[config.mk]
export PLATFORM = sky130hd
export DESIGN_NAME = cursor_overlay
export DESIGN_NICKNAME = d
export VERILOG_FILES = /design/src/rtl/cursor_pkg.sv /design/src/rtl/cursor_regs.sv /design/src/rtl/cursor_locate.sv /design/src/rtl/cursor_mix.sv /design/src/rtl/cursor_overlay.sv
export SDC_FILE = /design/constraint.sdc
export NUM_CORES = 2
export LEC_CHECK = 0
export ABC_CLOCK_PERIOD_IN_PS = 71300
export CAP_MARGIN = 15
export CORE_AREA = 2 2 445 447
export DETAILED_ROUTE_END_ITERATION = 6
export DIE_AREA = 0 0 447 449
export PLACE_DENSITY = 0.67
export SKIP_CTS_REPAIR_TIMING = 1
export SLEW_MARGIN = 20
export SYNTH_ARGS = -nofsm -noshare
export SYNTH_HDL_FRONTEND = slang
export SYNTH_SLANG_ARGS = --single-unit
[constraint.sdc]
create_clock -name clk -period 71.3 [get_ports clk]
set_input_delay 14.26 -clock clk [delete_from_list [all_inputs] [get_ports clk]]
set_output_delay 14.26 -clock clk [all_outputs]
set_load 0.01 [all_outputs]
[src/rtl/cursor_pkg.sv]
package cursor_pkg;
  localparam int CUR_DIM = 32;
  localparam int IDX_W   = $clog2(CUR_DIM);
  localparam int REG_W   = 32;
  localparam int ADDR_W  = 12;
  localparam int COORD_W = 16;
  localparam int COLOR_W = 24;

  localparam logic [ADDR_W-1:0] OFS_AUX  = 12'h818;
  localparam logic [ADDR_W-1:0] OFS_POS  = 12'h8FC;
  localparam logic [ADDR_W-1:0] OFS_MASK = 12'h900;
  localparam logic [ADDR_W-1:0] OFS_DATA = 12'h980;
  localparam logic [ADDR_W-1:0] ROW_SPAN = ADDR_W'(CUR_DIM * 4);

  localparam logic [COORD_W-1:0] PARK_POS = 16'hF000;
  localparam int AUX_FORCE_BIT = 25;

  typedef enum logic [1:0] {
    TGT_NONE,
    TGT_MASK,
    TGT_DATA
  } row_target_e;

  typedef struct packed {
    logic             hit;
    logic [IDX_W-1:0] row;
    logic [IDX_W-1:0] col;
  } locate_t;
endpackage

[src/rtl/cursor_regs.sv]
module cursor_regs
  import cursor_pkg::*;
(
  input  logic                             clk,
  input  logic                             rst_n,
  input  logic                             wr_en,
  input  logic [ADDR_W-1:0]                addr,
  input  logic [REG_W-1:0]                 wdata,
  output logic [REG_W-1:0]                 rdata,
  output logic [COORD_W-1:0]               cur_x,
  output logic [COORD_W-1:0]               cur_y,
  output logic [CUR_DIM-1:0][REG_W-1:0]    mask_rows,
  output logic [CUR_DIM-1:0][REG_W-1:0]    data_rows
);
  logic [ADDR_W-1:0]  mask_off, data_off;
  row_target_e        target;
  logic [IDX_W-1:0]   row_idx;
  logic               pos_en, aux_en;
  logic [COORD_W-1:0] x_nxt, y_nxt;
  logic [REG_W-1:0]   aux_q, aux_nxt;

  // Address decode
  always_comb begin
    mask_off = addr - OFS_MASK;
    data_off = addr - OFS_DATA;
    target   = TGT_NONE;
    row_idx  = '0;
    if (addr >= OFS_MASK && addr < OFS_MASK + ROW_SPAN) begin
      target  = TGT_MASK;
      row_idx = mask_off[IDX_W+1:2];
    end else if (addr >= OFS_DATA && addr < OFS_DATA + ROW_SPAN) begin
      target  = TGT_DATA;
      row_idx = data_off[IDX_W+1:2];
    end
  end

  // Next state for the scalar registers
  always_comb begin
    pos_en  = wr_en && (addr == OFS_POS);
    aux_en  = wr_en && (addr == OFS_AUX);
    x_nxt   = wdata[2*COORD_W-1:COORD_W];
    y_nxt   = wdata[COORD_W-1:0];
    aux_nxt = wdata;
  end

  always_ff @(posedge clk or negedge rst_n) begin
    if (!rst_n) begin
      cur_x <= PARK_POS;
      cur_y <= PARK_POS;
    end else if (pos_en) begin
      cur_x <= x_nxt;
      cur_y <= y_nxt;
    end
  end

  always_ff @(posedge clk or negedge rst_n) begin
    if (!rst_n) begin
      aux_q <= '0;
    end else if (aux_en) begin
      aux_q <= aux_nxt;
    end
  end

  // One enabled register per cursor row, for each of the two planes
  for (genvar r = 0; r < CUR_DIM; r++) begin : g_row
    logic mask_en, data_en;
    always_comb begin
      mask_en = wr_en && (target == TGT_MASK) && (row_idx == IDX_W'(r));
      data_en = wr_en && (target == TGT_DATA) && (row_idx == IDX_W'(r));
    end
    always_ff @(posedge clk or negedge rst_n) begin
      if (!rst_n) begin
        mask_rows[r] <= '0;
      end else if (mask_en) begin
        mask_rows[r] <= wdata;
      end
    end
    always_ff @(posedge clk or negedge rst_n) begin
      if (!rst_n) begin
        data_rows[r] <= '0;
      end else if (data_en) begin
        data_rows[r] <= wdata;
      end
    end
  end

  // Read path
  always_comb begin
    rdata = '0;
    if (addr == OFS_AUX) begin
      rdata = aux_q;
      rdata[AUX_FORCE_BIT] = 1'b1;
    end
  end
endmodule

[src/rtl/cursor_locate.sv]
module cursor_locate
  import cursor_pkg::*;
#(
  parameter int WIDTH  = 1024,
  parameter int HEIGHT = 768
) (
  input  logic [COORD_W-1:0] pix_x,
  input  logic [COORD_W-1:0] pix_y,
  input  logic [COORD_W-1:0] cur_x,
  input  logic [COORD_W-1:0] cur_y,
  output locate_t            loc
);
  localparam logic [COORD_W:0] W_LIM = (COORD_W+1)'(WIDTH);
  localparam logic [COORD_W:0] H_LIM = (COORD_W+1)'(HEIGHT);

  logic [COORD_W:0] dx, dy;
  logic             in_x, in_y, on_screen, cur_ok;

  always_comb begin
    dx        = {1'b0, pix_x} - {1'b0, cur_x};
    dy        = {1'b0, pix_y} - {1'b0, cur_y};
    // A negative difference sets the top bit; within the box the difference is below CUR_DIM
    in_x      = !dx[COORD_W] && (dx[COORD_W-1:IDX_W] == '0);
    in_y      = !dy[COORD_W] && (dy[COORD_W-1:IDX_W] == '0);
    on_screen = ({1'b0, pix_x} < W_LIM) && ({1'b0, pix_y} < H_LIM);
    cur_ok    = {1'b0, cur_x} < W_LIM;
    loc.hit   = in_x && in_y && on_screen && cur_ok;
    loc.row   = dy[IDX_W-1:0];
    loc.col   = dx[IDX_W-1:0];
  end
endmodule

[src/rtl/cursor_mix.sv]
module cursor_mix
  import cursor_pkg::*;
(
  input  logic                          clk,
  input  logic                          rst_n,
  input  logic                          pix_valid,
  input  logic [COLOR_W-1:0]            pix_color,
  input  logic [COLOR_W-1:0]            ovl_color2,
  input  logic [COLOR_W-1:0]            ovl_color3,
  input  locate_t                       loc,
  input  logic [CUR_DIM-1:0][REG_W-1:0] mask_rows,
  input  logic [CUR_DIM-1:0][REG_W-1:0] data_rows,
  output logic                          out_valid,
  output logic [COLOR_W-1:0]            out_color
);
  localparam logic [IDX_W-1:0] LAST_BIT = IDX_W'(CUR_DIM - 1);

  logic [IDX_W-1:0]   bit_idx;
  logic [REG_W-1:0]   mask_word, data_word;
  logic               show, pick3;
  logic [COLOR_W-1:0] color_nxt;

  always_comb begin
    bit_idx   = LAST_BIT - loc.col;
    mask_word = mask_rows[loc.row];
    data_word = data_rows[loc.row];
    show      = loc.hit && mask_word[bit_idx];
    pick3     = data_word[bit_idx];
    if (!show)      color_nxt = pix_color;
    else if (pick3) color_nxt = ovl_color3;
    else            color_nxt = ovl_color2;
  end

  always_ff @(posedge clk or negedge rst_n) begin
    if (!rst_n) begin
      out_valid <= 1'b0;
    end else begin
      out_valid <= pix_valid;
    end
  end

  always_ff @(posedge clk or negedge rst_n) begin
    if (!rst_n) begin
      out_color <= '0;
    end else if (pix_valid) begin
      out_color <= color_nxt;
    end
  end
endmodule

[src/rtl/cursor_overlay.sv]
module cursor_overlay
  import cursor_pkg::*;
#(
  parameter int WIDTH  = 1024,
  parameter int HEIGHT = 768
) (
  input  logic               clk,
  input  logic               rst_n,
  input  logic               reg_wr,
  input  logic [11:0]        reg_addr,
  input  logic [31:0]        reg_wdata,
  output logic [31:0]        reg_rdata,
  input  logic               pix_valid,
  input  logic [15:0]        pix_x,
  input  logic [15:0]        pix_y,
  input  logic [23:0]        pix_color,
  input  logic [23:0]        ovl_color2,
  input  logic [23:0]        ovl_color3,
  output logic               out_valid,
  output logic [23:0]        out_color
);
  logic                          rst_meta_n, rst_q_n;
  logic [COORD_W-1:0]            cur_x, cur_y;
  logic [CUR_DIM-1:0][REG_W-1:0] mask_rows, data_rows;
  locate_t                       loc;

  // Asserted asynchronously, released on a clock edge
  always_ff @(posedge clk or negedge rst_n) begin
    if (!rst_n) begin
      rst_meta_n <= 1'b0;
      rst_q_n    <= 1'b0;
    end else begin
      rst_meta_n <= 1'b1;
      rst_q_n    <= rst_meta_n;
    end
  end

  cursor_regs u_regs (
    .clk       (clk),
    .rst_n     (rst_q_n),
    .wr_en     (reg_wr),
    .addr      (reg_addr),
    .wdata     (reg_wdata),
    .rdata     (reg_rdata),
    .cur_x     (cur_x),
    .cur_y     (cur_y),
    .mask_rows (mask_rows),
    .data_rows (data_rows)
  );

  cursor_locate #(.WIDTH(WIDTH), .HEIGHT(HEIGHT)) u_locate (
    .pix_x (pix_x),
    .pix_y (pix_y),
    .cur_x (cur_x),
    .cur_y (cur_y),
    .loc   (loc)
  );

  cursor_mix u_mix (
    .clk        (clk),
    .rst_n      (rst_q_n),
    .pix_valid  (pix_valid),
    .pix_color  (pix_color),
    .ovl_color2 (ovl_color2),
    .ovl_color3 (ovl_color3),
    .loc        (loc),
    .mask_rows  (mask_rows),
    .data_rows  (data_rows),
    .out_valid  (out_valid),
    .out_color  (out_color)
  );
endmodule

### Word level (Yosys, flattened, before mapping)

Index checks and enable logic that the tools add are counted.

* bits in registers: 2139
* bits of input ports: 152
* output and inout port bits: 57
* word-level logic and storage cells: 217

* reductions and logical operators: 82
* eq/ne operators: 35
* mux-type cells: 15
* add/subtract/negate cells: 5
* order comparisons: 9

Operators with widths (count)
* $bmux W32 S5: 2
* $mux W32: 3
* $eq A5 B5 Y1 const B: 16
* $logic_and A1 B1 Y1: 77
* $mux W24: 2
* $eq A5 B4 Y1 const B: 8
* $sub A16 B16 Y17: 2
* $lt A16 B11 Y1 const B: 2
* $eq A12 B12 Y1 const B: 2
* $ge A12 B12 Y1 const B: 2
* $lt A12 B12 Y1 const B: 2
* $logic_not A11 Y1: 2
* $eq A5 B3 Y1 const B: 4
* $lt A16 B10 Y1 const B: 1
* $sub A7 B1 Y7 const B: 2
* $lt A5 B6 Y1 const B: 2
* $bmux W1 S5: 2
* $eq A5 B2 Y1 const B: 2
* $mux W5: 2
* $eq A5 B1 Y1 const B: 1
* $logic_not A5 Y1: 1
* $sub A5 B5 Y5 const A: 1
* $mux W2: 2
* $eq A2 B1 Y1 const B: 1
* 3 further kinds: 5

### Logic depth before layout (Yosys ltp)

* word-level depth: 8
* mapped depth: 21
* depth with buffers taken out: 14

### Modules after synthesis

From an unflattened synthesis, not the netlist that was laid out.

* cells, all modules: 6610
* area total of the unflattened synthesis: 99658.1 um2

By module, submodules not included
* cursor_regs: cells an instance 4813, seq. area each 52835.7 um2, area each 79444.9 um2, instances 1
* cursor_mix: cells an instance 1546, seq. area each 625.6 um2, area each 18464.0 um2, instances 1
* cursor_locate: cells an instance 248, seq. area each 0.0 um2, area each 1695.4 um2, instances 1
* cursor_overlay: cells an instance 3, seq. area each 50.0 um2, area each 53.8 um2, instances 1

### Least setup slack after synthesis

No wires, ideal clock.

* kind: in2out
* start point: input reg_addr[7]
* end point: output reg_rdata[21]
* stages: 5
* path buffers: 2
* arrival time: 15.578 ns
* data required time: 57.040 ns
* slack: 41.462 ns
* path through: clkbuf_1 > or4_1 > nor2_1 > clkbuf_1 > and2_1

* longest elaborated chain between the ends: 2

Ends and longest elaborated chain
* start, declared: RTL line cursor_overlay.sv:10 `input logic [11:0] reg_addr,`
* $eq A12 B12 Y1: RTL line cursor_regs.sv:90 `if (addr == OFS_AUX) begin`
* $mux W32: RTL line cursor_regs.sv:90
* end, declared: RTL line cursor_overlay.sv:12 `output logic [31:0] reg_rdata,`

Every way passes these cells.

### Final worst setup path

* start point: input reg_addr[5]
* end point: output reg_rdata[2]

Same word-level chain as after synthesis.

==> out/metrics.yaml <==
synthTopCellsByCount: "dfrtp_1, mux2_2, mux4_2"
finalHoldViolations: 0
insertion_delay_ns: 0.88
status: "completed"
syn_nets: 6779
drcViolationCount: 0
skew_ns: 0.04152
area_growth_pct: 11.95
end_kind: "primary output"
rows: 163
finalWeightedCongestion: 0.8693
relSlewSlack: 0.2026
min_to: "rst_q_n$_DFF_PN0_"
yosysMostFrequentCell: "dfrtp_1"
hold_class: "reg2reg"
rrSetupSlack_ns: 64.14
maxCapViolations: 0
cts_tree: "yes"
period_minus_slack_ns: 31.11
die_h_microns: 449
pin_count: 209
slowest_delay_ns: 0.63
synth_seq_cells: 2138
grt_max_degree: 185
startpoint_type: "input port"
cp_max_fo: 33
postRouteWirelength_microns: 280000
path_cells: "clkdlybuf4s50_1 -> or4_1 -> nor2_4 -> buf_4 -> and2_1 -> clkdlybuf4s50_1"
clock_path_buffers: 3
rsz0062_at_grt: "no"
crit_type: "in2out"
cts_sinks: 2138
synthFlopType: "dfrtp_1"
grt_pass1_vias: 61330
antenna_found_initial: 9
finish.instance_area_sq_um: 111500
multi_input_area_sq_um: 43450
viasPerCell: 6.290
die_area_sq_um: 200700
powerDensity_nw_per_um2: 23.09
finalCritPeriodShare: 0.4364
reg2reg_to: "u_mix.out_color[22]$_DFFE_PN0P_"
ys.warnings.count: 0
crit_start: "reg_addr[5]"
grt_overflow: 0
leakagePower_uw: 0.05326
synth_top_area_frac: 0.5353
syn_avg_cell_area_sq_um: 15.10
fin_tns_setup_ns: 0
finalSetupViolations: 0
place_area_sq_um: 103900
routedWlPerCell_microns: 29.84
ff_latch_area_sq_um: 53520
first_iter_violations: 4990
whs_ns: 0.3471
fmax_ghz: 0.03214
synth_area_sq_um: 99570
hold_start: "rst_meta_n$_DFF_PN0_"
fill_cells: 15520
tightest_slew_ns: 1.190
ant_nets: 0
cp.arrival_ns: 16.85
reg2regPathDepth: 14
drive_above_1_share: 0.4924
r2r_start: "u_regs.cur_y[0]$_DFFE_PN0P_"
synth-edff-count: 0
required_ns: 57.04
clk_pin_slew_ns: 0.06
cts_buffers: 222
ir_drop_mv: 0.02082
worst-path-buf-inv: 3
yosys-top-cells-area: "dfrtp_1, mux2_2, mux4_2"
synth.largest_area_cell: "dfrtp_1"
finalMaxSlewViolations: 0
dp_hpwl_microns: 158300
htreeDepth: 4
async_reset_ff_frac: 1.000
hold_depth: 0
post-place-ws_ns: 40.18
synth_cells: 6593
crit_top_cell: "clkdlybuf4s50_1"
crit_slowest_cell: "or4_1"
core_sq_um: 196200
firstDrtPassIters: 5
portBuffers: 208
setup_slack_ns: 40.19
yosysUniqueCellTypes: 83
ys_seq_area_frac: 0.5374
vias: 59010
die-width_microns: 447
track_usage: 0.2814
cts-root-buf: "clkbuf_16"
start_util: 0.5075
crit_family: "buffers and inverters"
grt_pass1_wl_microns: 416900
layout.nets: 6741
==> cells in the final DEF, fill, tap and decap left out, types with 17 or more instances in the layout <==
cell type	Yosys	layout
dfrtp_1	2130	2129
mux2_2	2107	2107
mux4_2	553	553
nand2_1	244	227
clkbuf_16	0	225
clkdlybuf4s50_1	0	175
buf_4	36	150
inv_1	92	92
nand3_1	64	64
clkbuf_1	442	59
nor2_1	109	58
clkbuf_8	0	57
o21ai_0	56	55
mux2i_1	51	51
nor2_4	0	49
and2_1	44	44
a21oi_1	42	42
clkinv_2	0	36
a21o_1	33	33
buf_2	67	32
ha_1	32	31
nand4_1	27	27
a211oi_1	23	23
o32ai_1	23	23
mux2_1	21	21
nor2b_1	18	18
nor3_1	22	18
a32oi_1	18	18
o211ai_1	17	17
==> sequential cells by signal (all words and copies together), names as in the netlist <==
| name | cells |
|---|---|
| rst_meta_n | 1 |
| rst_q_n | 1 |
| u_mix.out_color | 24 |
| u_mix.out_valid | 1 |
| u_regs.aux_q | 31 |
| u_regs.cur_x | 16 |
| u_regs.cur_y | 16 |
| u_regs.data_rows | 1024 |
| u_regs.mask_rows | 1024 |
==> kinds of logic (layout without fill, tap and decap cells) <==
| group | after synthesis | in the layout | share of synthesized area |
|---|---|---|---|
| buf+inv | 729 | 875 | 0.03218 |
| compound gates | 336 | 336 | 0.02444 |
| xor+xnor | 19 | 19 | 0.002124 |
| fa+ha+maj | 34 | 34 | 0.004423 |
| simple gates | 604 | 604 | 0.02854 |
| mux | 2732 | 2732 | 0.3709 |
| other cells | 1 | 4 | 0.00003766 |
| flops | 2138 | 2138 | 0.5374 |
==> through the flow <==
stage / cells / total power [uW] / utilization
2_1_floorplan: 6593 / 1356 / -
3_3_place_gp: 8968 / 1410 / 0.5296
3_5_place_dp: 8969 / 1412 / 0.5297
4_1_cts: 9377 / 2593 / 0.5678
5_1_grt: 9381 / 2655 / 0.5681
6_report: 9382 / 2574 / 0.5682
==> area by class of cell <==
type	count	area share
Clock inverter	67	0.007476
Inverter	92	0.003098
Timing Repair Buffer	375	0.03035
Tap cell	2640	0.02963
Sequential cell	2138	0.4801
Multi-Input combinational cell	3726	0.3898
Antenna cell	3	0.00006735
Clock buffer	341	0.05954
==> how the worst max path moves through the flow <==
stage / endpoint / slack, ns / cells after the start
after floorplan: u_mix.out_color[0]$_DFFE_PN0P_ / 7.30 / 0
after global placement: reg_rdata[9] / 40.22 / 6
after detailed placement: reg_rdata[16] / 40.18 / 6
after CTS: reg_rdata[2] / 40.16 / 6
after global routing: reg_rdata[2] / 40.09 / 6
final: reg_rdata[2] / 40.19 / 6
==> metal layers <==
layer  wire length, microns  vias up  global-route usage  part of all wire
met5                     11        -                   0          0.000039
met4                  11160        2              0.1105             0.040
met3                  15500      512             0.04241             0.055
met2                 132800     1745              0.4423              0.47
met1                 120500    32420              0.3963              0.43
li1                       -    24330                   -                 -
==> worst reg2reg max path: stages, from the launching register on <==
cell and delay, ns:
dfrtp_1 0.41, ha_4 0.17, fa_4 1.38, buf_12 0.61
buf_4 0.73, mux4_2 0.48, nand2_1 0.10, nand2_1 0.09
o21ai_0 0.49, a21oi_1 0.09, o41ai_1 0.77, o31ai_2 0.17
o21ai_4 0.85, mux2_1 0.47, a211o_1 0.25
==> where the power goes <==
part | total, uW | internal [uW] | switching [uW] | leakage [uW]
logic | 165 | 50.7 | 114 | 0.0199
clock network | 1190 | 692 | 493 | 0.00369
registers | 1220 | 1220 | 3.89 | 0.0297
Power figures use the tool's default switching activity.
